## config.mk

```make
export PLATFORM = sky130hd
export DESIGN_NAME = pccfg_regs
export DESIGN_NICKNAME = d
export VERILOG_FILES = /design/src/rtl/pccfg_pkg.sv /design/src/rtl/pccfg_pwr_fsm.sv /design/src/rtl/pccfg_chg_det.sv /design/src/rtl/pccfg_regs.sv
export SDC_FILE = /design/constraint.sdc
export NUM_CORES = 1
export LEC_CHECK = 0
export CORE_MARGIN = 2
export CORE_UTILIZATION = 40
export DETAILED_ROUTE_END_ITERATION = 6
export GPL_ROUTABILITY_DRIVEN = 0
export HOLD_SLACK_MARGIN = 0.06
export PLACE_DENSITY = 0.73
export RECOVER_POWER = 50
export SYNTH_ARGS = -nofsm -noshare
export SYNTH_HDL_FRONTEND = slang
export SYNTH_SLANG_ARGS = --single-unit
```

## constraint.sdc

```tcl
create_clock -name clk -period 1.82 [get_ports clk]
set_clock_uncertainty 0.15 [all_clocks]
set_input_delay 0.546 -clock clk [delete_from_list [all_inputs] [get_ports clk]]
set_output_delay 0.546 -clock clk [all_outputs]
set_load 0.02 [all_outputs]
```

## src/rtl/pccfg_pkg.sv

```systemverilog
package pccfg_pkg;
    localparam int IDX_W = 6;

    typedef enum logic [1:0] {
        PW_AWAKE,
        PW_GOING_DOWN,
        PW_ASLEEP,
        PW_WAKING
    } pw_state_t;

    // bit positions decoded by the host
    localparam int B_SRST   = 7;
    localparam int B_LEVEL  = 6;
    localparam int B_CHG    = 7;
    localparam int B_SIGEN  = 6;
    localparam int B_IO8    = 5;
    localparam int B_PWD    = 2;
    localparam int B_INTR   = 1;
    localparam int B_CFLAG  = 5;
    localparam int B_RDY    = 1;
    localparam int B_DRV    = 4;
endpackage

```

## src/rtl/pccfg_pwr_fsm.sv

```systemverilog
module pccfg_pwr_fsm
    import pccfg_pkg::*;
(
    input  logic clk,
    input  logic rst_n,
    input  logic pwd_nxt,
    input  logic pwr_asleep,
    output logic busy
);
    pw_state_t state_q, state_d;

    always_comb begin
        state_d = state_q;
        unique case (state_q)
            PW_AWAKE:      if (pwd_nxt) state_d = PW_GOING_DOWN;
            PW_GOING_DOWN: if (!pwd_nxt) state_d = PW_WAKING;
                           else if (pwr_asleep) state_d = PW_ASLEEP;
            PW_ASLEEP:     if (!pwd_nxt) state_d = PW_WAKING;
            PW_WAKING:     if (pwd_nxt) state_d = PW_GOING_DOWN;
                           else if (!pwr_asleep) state_d = PW_AWAKE;
        endcase
    end

    always_ff @(posedge clk or negedge rst_n) begin
        if (!rst_n) state_q <= PW_AWAKE;
        else        state_q <= state_d;
    end

    always_comb begin
        unique case (state_q)
            PW_GOING_DOWN, PW_WAKING: busy = 1'b1;
            default:                  busy = 1'b0;
        endcase
    end
endmodule

```

## src/rtl/pccfg_chg_det.sv

```systemverilog
module pccfg_chg_det (
    input  logic clk,
    input  logic rst_n,
    input  logic ready_pin,
    input  logic busy,
    input  logic host_wr,
    input  logic host_mask,
    input  logic host_val,
    output logic rrdy_now,
    output logic rrdy_q,
    output logic crdy_q
);
    assign rrdy_now = ready_pin & ~busy;

    always_ff @(posedge clk or negedge rst_n) begin
        if (!rst_n) begin
            rrdy_q <= 1'b0;
            crdy_q <= 1'b0;
        end else begin
            rrdy_q <= rrdy_now;
            if (rrdy_now != rrdy_q)
                crdy_q <= 1'b1;
            else if (host_wr && host_mask)
                crdy_q <= host_val;
        end
    end
endmodule

```

## src/rtl/pccfg_regs.sv

```systemverilog
module pccfg_regs
    import pccfg_pkg::*;
#(
    parameter int ADDR_W    = 10,
    parameter int BASE_ADDR = 'h200
) (
    input  logic              clk,
    input  logic              rst_n,
    input  logic [ADDR_W-1:0] acc_addr,
    input  logic              wr_en,
    input  logic [7:0]        wr_data,
    input  logic              rd_en,
    output logic [7:0]        rd_data,
    input  logic              ready_in,
    input  logic              pwr_asleep,
    input  logic              irq_pend,
    input  logic              irq_en,
    output logic [IDX_W-1:0]  map_index,
    output logic              level_irq,
    output logic              soft_rst_req,
    output logic              pwr_down_req,
    output logic              io8_flag,
    output logic              drive_num,
    output logic              stschg_n
);
    localparam logic [ADDR_W-1:0] A_OPT  = ADDR_W'(BASE_ADDR);
    localparam logic [ADDR_W-1:0] A_STAT = ADDR_W'(BASE_ADDR + 2);
    localparam logic [ADDR_W-1:0] A_PIN  = ADDR_W'(BASE_ADDR + 4);
    localparam logic [ADDR_W-1:0] A_SOCK = ADDR_W'(BASE_ADDR + 6);

    logic hit_opt, hit_stat, hit_pin, hit_sock;
    logic sigen_q, pwd_nxt, pwr_busy;
    logic rrdy_now, rrdy_q, crdy_q;
    logic intr;
    logic [7:0] rd_mux;

    assign hit_opt  = (acc_addr == A_OPT);
    assign hit_stat = (acc_addr == A_STAT);
    assign hit_pin  = (acc_addr == A_PIN);
    assign hit_sock = (acc_addr == A_SOCK);

    assign pwd_nxt = (wr_en && hit_stat) ? wr_data[B_PWD] : pwr_down_req;

    always_ff @(posedge clk or negedge rst_n) begin
        if (!rst_n) begin
            map_index    <= '0;
            level_irq    <= 1'b0;
            soft_rst_req <= 1'b0;
            sigen_q      <= 1'b0;
            io8_flag     <= 1'b0;
            pwr_down_req <= 1'b0;
            drive_num    <= 1'b0;
        end else if (wr_en) begin
            if (hit_opt) begin
                soft_rst_req <= wr_data[B_SRST];
                level_irq    <= wr_data[B_LEVEL];
                map_index    <= wr_data[B_SRST] ? '0 : wr_data[IDX_W-1:0];
            end
            if (hit_stat) begin
                sigen_q      <= wr_data[B_SIGEN];
                io8_flag     <= wr_data[B_IO8];
                pwr_down_req <= wr_data[B_PWD];
            end
            if (hit_sock) drive_num <= wr_data[B_DRV];
        end
    end

    pccfg_pwr_fsm u_pwr (
        .clk        (clk),
        .rst_n      (rst_n),
        .pwd_nxt    (pwd_nxt),
        .pwr_asleep (pwr_asleep),
        .busy       (pwr_busy)
    );

    pccfg_chg_det u_chg (
        .clk       (clk),
        .rst_n     (rst_n),
        .ready_pin (ready_in),
        .busy      (pwr_busy),
        .host_wr   (wr_en && hit_pin),
        .host_mask (wr_data[B_RDY]),
        .host_val  (wr_data[B_CFLAG]),
        .rrdy_now  (rrdy_now),
        .rrdy_q    (rrdy_q),
        .crdy_q    (crdy_q)
    );

    assign intr = irq_pend & irq_en;

    always_comb begin
        rd_mux = 8'h00;
        if (hit_opt) begin
            rd_mux[B_SRST]      = soft_rst_req;
            rd_mux[B_LEVEL]     = level_irq;
            rd_mux[IDX_W-1:0]   = map_index;
        end else if (hit_stat) begin
            rd_mux[B_CHG]   = crdy_q;
            rd_mux[B_SIGEN] = sigen_q;
            rd_mux[B_IO8]   = io8_flag;
            rd_mux[B_PWD]   = pwr_down_req;
            rd_mux[B_INTR]  = intr;
        end else if (hit_pin) begin
            rd_mux[B_CFLAG] = crdy_q;
            rd_mux[3:2]     = 2'b11;
            rd_mux[B_RDY]   = rrdy_now;
        end else if (hit_sock) begin
            rd_mux[B_DRV]   = drive_num;
        end
    end

    always_ff @(posedge clk or negedge rst_n) begin
        if (!rst_n)     rd_data <= 8'h00;
        else if (rd_en) rd_data <= rd_mux;
    end

    assign stschg_n = ~(crdy_q & sigen_q & (map_index != '0));
endmodule

```

* Word-level counts from Yosys, hierarchy flattened *
Index checks and enable logic that the tools add are counted.

operators by class
  multiplexer cells = 22
  eq/ne operators = 12
  bitwise operators = 6
  reductions and logical operators = 11

operators with widths
  kind                    number
  $eq A10 B10 Y1 const B  4
  $mux W2                 9
  $mux W1                 9
  $pmux W2 S4             1
  $mux W7                 1
  $mux W6                 1
  $reduce_and A2 Y1       3
  $reduce_bool A6 Y1      1
  $and A1 B1 Y1           4
  $eq A2 B2 Y1 const B    2
  $reduce_and A4 Y1       1
  $logic_and A1 B1 Y1     3
  $mux W3                 1
  $ne A3 B2 Y1 const B    1
  $ne A3 B3 Y1 const B    1
  $eq A2 B1 Y1 const B    1
  $logic_not A2 Y1        1
  $ne A2 B1 Y1 const B    1
  $ne A2 B2 Y1 const B    1
  $not A1 Y1              2
  $reduce_bool A2 Y1      1
  $reduce_or A2 Y1        1
  $ne A1 B1 Y1            1

word-level totals
  logic and storage cells = 62
  bits of input ports = 26
  flip-flop bits (word level) = 24
  output and inout bits = 20

* Logic depth before layout (Yosys ltp) *
Gate-level depths: netlist (run 1).

  depth in word-level cells = 8
  gate-level depth with buffers = 6
  depth with buffers taken out = 6

* Modules after synthesis *
Synthesis (run 1) repeated with hierarchy kept, for this count alone.

second synthesis, totals
  cells, all modules = 116
  area, all modules = 1288.7 um^2

by module, submodules not included
  module         cells an instance  seq. area each (um^2)  times used  area an instance (um^2)
  pccfg_regs     90                 500.5                  1           1001.0
  pccfg_pwr_fsm  18                 50.0                   1           197.7
  pccfg_chg_det  8                  50.0                   1           90.1

* Worst setup path after synthesis (run 1) *
Ideal clock, no wire load.

  path type = register to output
  from = reg map_index[5]
  to = out stschg_n
  stages on the path, launching flop included = 3
  buffers on the path = 0
  required time = 1.124 ns
  arrival = 1.816 ns
  setup slack = -0.692 ns
  cells stage by stage = dfrtp_1 > or4_1 > o311ai_0

between the ends
  cells in the longest elaborated chain, start to end = 3

ends and longest elaborated chain
  item                    line               RTL
  from (decl)             pccfg_regs.sv:18   output logic [IDX_W-1:0] map_index,
  from (signal assigned)  pccfg_regs.sv:57   map_index <= wr_data[B_SRST] ? '0 : wr_data[IDX_W-1:0];
  $reduce_bool A6 Y1      pccfg_regs.sv:117  assign stschg_n = ~(crdy_q & sigen_q & (map_index != '0));
  $and A1 B1 Y1           pccfg_regs.sv:117
  $not A1 Y1              pccfg_regs.sv:117
  to (decl)               pccfg_regs.sv:24   output logic stschg_n

Every way passes these cells.

* Worst setup path after layout (run 1) *
Same ends and word-level chain as after synthesis.

==> metrics.cfg, run 1 <==
[floorplan]
rows = 20
ios = 46
core_region_area_um2 = 3103
initial_utilization_pct = 42.90
die-area_um2 = 3806
die_w_um = 61.69
die_h_um = 61.69

[sta]
slew-limit-headroom_pct = 58.45
finalWorstSetupSlack_ns = -0.6223
period_needed_ns = 2.442
worstMarginPinSlew_ns = 0.6232
slew_viol_final = 0
finalSetupViolCount = 10
hold_viol = 0
rsz0062_at_grt = true
timing.final.crit_share_pct = 134.2
clock.fmax_ghz = 0.4095

[place]
port_buffers = 45
dp_hpwl_um = 2849
dp_cells = 229
detailedPlace.worstSlack_ns = -0.7943

[logic_synthesis]
ys.warnings.count = 0
synth_flop_cell = dfrtp_1
ys_seq_area_share_pct = 45.11
synthArstFlopShare_pct = 100.0
synth_cell_type_count = 31
ys_seq_elements = 24
syn_nets = 149
syn-cell-area_um2 = 1331
syn_area_per_cell_um2 = 11.19
synthCells = 119
synth_edf_count = 0

[clock_tree]
clockBufferDepth = 2
hold_buffers = 0
clkLatencyLatePin_ns = 0.33
cts_buffers = 3
tritoncts = built
cts.clk_slew.worst_paths_ns = 0.14
cts_max_level = 1
clock_sinks = 24
ctsRootBufferMaster = clkbuf_4

[cells_and_area]
final_core_util_pct = 71.53
drive_above_1_share_pct = 46.04
layout.nets = 233
fin_cells = 246
fill_cells = 241
antenna_cells = 0
area_growth_syn_to_layout_pct = 66.73

[grt]
grt_use_met2_pct = 43.61
overflow = 0
grt_pass1_vias = 1344
grt_util_all_layers_pct = 23.99
top_usage_layer = met2
gr-usage-met1_pct = 29.42
grt_pass1_wl_um = 6486
antenna_found_initial = 0
grtUsageMet3_pct = 2.899
grt_max_degree = 25

[outcome]
outcome = finished, violations left
violations = negative setup slack

[route]
dr.first_iter.drc_count = 47
routed_wirelength_um = 4280
wl_per_cell_um = 17.40
dr.pass1.iters = 4
drc = 0
vias_per_cell = 5.260
vias = 1294
antenna_left = 0

[critical_path]
worstSetupStartpointType = flip-flop
critical_path_peak_fanout = 2
critPathKind = reg2out
cp.arrival_ns = 1.75
worstPathRequired_ns = 1.12
crit_path_end_kind = output port

[pwr]
pwr_density_cell_nw_per_um2 = 732.3
p_leak_nw = 1.107
peakVddDrop_mv = 0.7006

[worst_hold_path]
min_path_type = reg2reg

[flow_run]
cap_violations = 0

Yosys cell counts (all sizes together), types with 3 or more instances:
master	instances	area (um^2)
a211oi	3	22.52
a21oi	4	20.02
a31oi	3	18.77
clkbuf	3	11.26
dfrtp	24	600.6
ha	4	50.05
inv	8	30.03
mux2	18	202.7
mux2i	4	40.04
nand2	7	33.78
nor2	6	22.52
nor2b	6	37.54
nor3	3	15.01
nor4	3	33.78
o22ai	3	18.77
timing repair:
| action | 4_1_cts | 5_1_grt |
|---|---|---|
| setup buffers | 9 | 4 |
| gates resized for setup | 96 | 17 |
| endpoints found under the setup margin | 42 | 16 |
| pin swaps | 5 | 5 |
registers in the layout (all words and copies together), names as in the netlist:
register / flops
map_index: 6
rd_data: 8
drive_num: 1
sigen_q: 1
soft_rst_req: 1
io8_flag: 1
u_pwr.state_q: 2
level_irq: 1
u_chg.crdy_q: 1
u_chg.rrdy_q: 1
pwr_down_req: 1
cell type report:
cell class	instances	area, um^2	share of cell area (%)
clock buffers	4	36.28	1.635
multi-input cells	84	814.5	36.70
flip-flops and latches	24	601.8	27.11
repair buffers	82	681.9	30.72
well taps	44	55.05	2.480
inverters	8	30.03	1.353
critical path: stages, from the launching register on:
cell      delay, ns
dfrtp_1        0.43
or4_4          0.54
o311ai_4       0.29
buf_6          0.16
final timing paths:
| path | start | to | slack, ns | cells after the start |
|---|---|---|---|---|
| worst max register to register | u_pwr.state_q[0] | u_pwr.state_q[1] | 0 | 6 |
| worst min-delay path | rd_data[0] | rd_data[0] | 0.35 | 2 |
| max in group asynchronous | rst_n | u_pwr.state_q[0] | 0.49 | 2 |
| min in group asynchronous | rst_n | u_chg.rrdy_q | 0.59 | 2 |
| worst min register to register | rd_data[0] | rd_data[0] | 0.35 | 2 |
| worst max-delay path | map_index[5] | stschg_n | -0.62 | 3 |
where the power goes:
part	total, mW	internal (mW)	switching [mW]
Sequential	0.620	0.574	0.0467
Clock	0.296	0.123	0.174
Combinational	0.709	0.379	0.329
Total	1.63	1.08	0.550
kinds of logic after synthesis:
kind of cell	synth area share (%)
buffers and inverters	3.102
xor gates and xnor gates	0.6580
muxes	18.23
AOI/OAI and AO/OA	9.399
and+or+nand+nor	19.74
adders and majority gates	3.760
DFF	45.11
routing by layer:
metal | wire (um) | share of wire [%]
met1 | 1720 | 40
met2 | 2253 | 53
met3 | 210 | 4.9
met4 | 95 | 2.2
met5 | 0 | 0
cell usage in the layout (no fill, tap or decap), types with 2 or more instances in the layout:
master / instances
nor4b_4: 2
o21ai_0: 2
nand3_1: 2
clkdlybuf4s50_1: 11
nand4_1: 2
clkbuf_4: 3
o2111ai_1: 2
dlygate4sd2_1: 16
nor2_1: 6
a211oi_2: 2
dfrtp_1: 23
ha_4: 3
mux2_4: 10
mux2i_1: 4
buf_6: 8
nor2b_1: 6
buf_2: 8
buf_4: 33
a21oi_1: 4
clkbuf_2: 2
mux2_2: 8
nor3_1: 3
o22ai_1: 3
inv_1: 6
a31oi_1: 3
inv_2: 2
nand2_1: 6
per-stage QoR:
| stage | hold slack, ns | TNS, ns | instance area, um^2 | power [mW] |
|---|---|---|---|---|
| 2_1_floorplan | 0.1004 | -3.233 | 1339 | 0.8973 |
| 3_3_place_gp | 0.3209 | -13.74 | 2013 | 1.056 |
| 3_5_place_dp | 0.3204 | -14.57 | 2013 | 1.087 |
| 4_1_cts | 0.3524 | -0.8719 | 2146 | 1.472 |
| 5_1_grt | 0.3781 | -1.444 | 2220 | 1.709 |
| 6_report | 0.3522 | -1.025 | 2220 | 1.625 |
No activity file was read; power rests on OpenSTA's default activity.
==> inputs of run 2 (changes only) <==
--- a/config.mk
+++ b/config.mk
@@ -12,6 +12,7 @@
 export HOLD_SLACK_MARGIN = 0.06
 export PLACE_DENSITY = 0.73
 export RECOVER_POWER = 50
+export SLEW_MARGIN = 20
 export SYNTH_ARGS = -nofsm -noshare
 export SYNTH_HDL_FRONTEND = slang
 export SYNTH_SLANG_ARGS = --single-unit
==> constraint.sdc (replaced) <==
create_clock -name clk -period 1.82 [get_ports clk]
set_clock_uncertainty 0.15 [all_clocks]
set_input_delay 0.273 -clock clk [delete_from_list [all_inputs] [get_ports clk]]
set_output_delay 0.273 -clock clk [all_outputs]
set_load 0.02 [all_outputs]
==> run 2 against run 1 <==
The run still ends with negative setup slack left. Count of clock-buffer cells in the layout decreased by 1. Largest cell class unchanged. Worst hold slack worse by 0.030 ns. Die area is the same. Clock power down 20%.
==> metrics.cfg, run 2 (synthesized netlist as in run 1, its figures left out) <==
[outcome]
outcome = finished, violations left  ; unchanged
violations = negative setup slack  ; unchanged

[critical_path]
r2r_cells = 6  ; unchanged
crit_path_end_kind = output port  ; unchanged
worstPathRequired_ns = 1.40  ; was 1.12 ns
cp.arrival_ns = 1.70  ; was 1.75 ns
critical_path_peak_fanout = 2  ; unchanged
critPathKind = reg2out  ; unchanged
worstSetupStartpointType = flip-flop  ; unchanged

[cells_and_area]
regArea_um2 = 600.6  ; was 601.8 um^2
largest_register = rd_data  ; unchanged
layout.nets = 222  ; was 233
area_growth_syn_to_layout_pct = 55.26  ; was 66.73%
largest_reg_flops = 8  ; unchanged
reg_top3 = rd_data (8), map_index (6), u_pwr.state_q (2)  ; unchanged
multi_input_area_um2 = 753.2  ; was 814.5 um^2
fill_cells = 281  ; was 241
final_cell_mix = 26 x clkdlybuf4s50_1, 24 x dfrtp_1, 21 x buf_4  ; was 33 x buf_4, 23 x dfrtp_1, 16 x dlygate4sd2_1
drive_above_1_share_pct = 32.11  ; was 46.04%
layout_commonest_cell = clkdlybuf4s50_1  ; was buf_4
antenna_cells = 0  ; unchanged
final_core_util_pct = 66.61  ; was 71.53%

[sta]
slew_viol_final = 0  ; unchanged
hold_viol = 0  ; unchanged
slew-limit-headroom_pct = 58.77  ; was 58.45%
period_needed_ns = 2.123  ; was 2.442 ns
worstMarginPinSlew_ns = 0.6184  ; was 0.6232 ns
finalSetupViolCount = 12  ; was 10
timing.final.crit_share_pct = 116.6  ; was 134.2%
rsz0062_at_grt = true  ; unchanged
finalWorstSetupSlack_ns = -0.3029  ; was -0.6223 ns
clock.fmax_ghz = 0.4710  ; was 0.4095 GHz

[route]
routed_wirelength_um = 3727  ; was 4280 um
dr.first_iter.drc_count = 34  ; was 47
antenna_left = 0  ; unchanged
wl_per_cell_um = 15.93  ; was 17.40 um
vias = 1229  ; was 1294
drc = 0  ; unchanged
vias_per_cell = 5.252  ; was 5.260
dr.pass1.iters = 4  ; unchanged

[floorplan]
rows = 20  ; unchanged
die_w_um = 61.69  ; unchanged
die_h_um = 61.69  ; unchanged
core_region_area_um2 = 3103  ; unchanged
initial_utilization_pct = 42.90  ; unchanged
die-area_um2 = 3806  ; unchanged
ios = 46  ; unchanged

[grt]
grt_pass1_vias = 1202  ; was 1344
overflow = 0  ; unchanged
antenna_found_initial = 0  ; unchanged
grt_max_degree = 25  ; unchanged
grt_pass1_wl_um = 5506  ; was 6486 um
grt_util_all_layers_pct = 20.01  ; was 23.99%

[clock_tree]
cts.clk_slew.worst_paths_ns = 0.13  ; was 0.14 ns
clockBufferDepth = 2  ; unchanged
cts_max_level = 1  ; unchanged
cts_buffers = 3  ; unchanged
clock_sinks = 24  ; unchanged
tritoncts = built  ; unchanged
clkLatencyLatePin_ns = 0.32  ; was 0.33 ns
ctsRootBufferMaster = clkbuf_4  ; unchanged

[place]
dp_hpwl_um = 2786  ; was 2849 um
detailedPlace.worstSlack_ns = -0.5056  ; was -0.7943 ns
port_buffers = 45  ; unchanged

[pwr]
p_leak_nw = 0.9660  ; was 1.107 nW
pwr_density_cell_nw_per_um2 = 701.2  ; was 732.3 nW/um^2
power_mw = 1.449  ; was 1.625 mW
peakVddDrop_mv = 0.5603  ; was 0.7006 mV

[worst_hold_path]
min_path_type = in2async  ; was reg2reg

[flow_run]
cap_violations = 0  ; unchanged

[run 2: path summary, 6_finish.rpt]
check	start	endpoint	slack, ns
setup / recovery	map_index[5]	stschg_n	-0.30
max in group asynchronous	rst_n	map_index[1]	0.78
min in group clk	acc_addr[4]	u_chg.crdy_q	0.36
hold reg to reg	rd_data[0]	rd_data[0]	0.37
setup reg to reg	u_pwr.state_q[0]	rd_data[1]	0.06
hold / removal	rst_n	u_chg.rrdy_q	0.32
[run 2: what timing repair did]
action                     in CTS  in global routing
gates resized for setup        23                 13
pin swaps                       3                  1
setup endpoints to repair      19                  5
hold buffers                    0                  0
cloned                          0                  0
buffers inserted                5                  0
[run 2: power breakdown]
part / leakage [nW] / internal (mW) / switching, mW
clock network: 0.0138 / 0.0777 / 0.160
logic: 0.628 / 0.313 / 0.294
registers: 0.324 / 0.571 / 0.0330
total: 0.966 / 0.962 / 0.487
[run 2: worst max-delay path: stages (launching register included)]
cell      delay (ns)
dfrtp_1         0.41
or4_4           0.54
o311ai_4        0.27
buf_6           0.16
[run 2: cell type report]
cell class / instances / area share (%)
Clock buffer: 3 / 1.090
Tap cell: 44 / 2.663
Multi-Input combinational cell: 84 / 36.44
Inverter: 8 / 1.453
Timing Repair Buffer: 71 / 29.30
Sequential cell: 24 / 29.06
[run 2: through the flow]
| step | area (um^2) | cells | hold WS, ns | TNS [ns] |
|---|---|---|---|---|
| 4_1_cts | 2042 | 234 | 0.1690 | -0.3245 |
| 6_report | 2067 | 234 | 0.3224 | -1.418 |
| 3_5_place_dp | 1991 | 226 | 0.3337 | -7.760 |
| 2_1_floorplan | 1339 | 119 | -0.1726 | -0.4382 |
| 5_1_grt | 2067 | 234 | 0.3621 | -1.644 |
| 3_3_place_gp | 1991 | 226 | 0.3258 | -7.136 |
[run 2: routing by layer]
layer	part of all wire [%]	up-vias	wire [um]	GRT usage, %
li1	-	578	-	-
met1	45	600	1679	25.76
met2	48	45	1791	33.83
met3	5.0	6	188	3.106
met4	1.8	0	68	7.903
met5	0	-	0	0
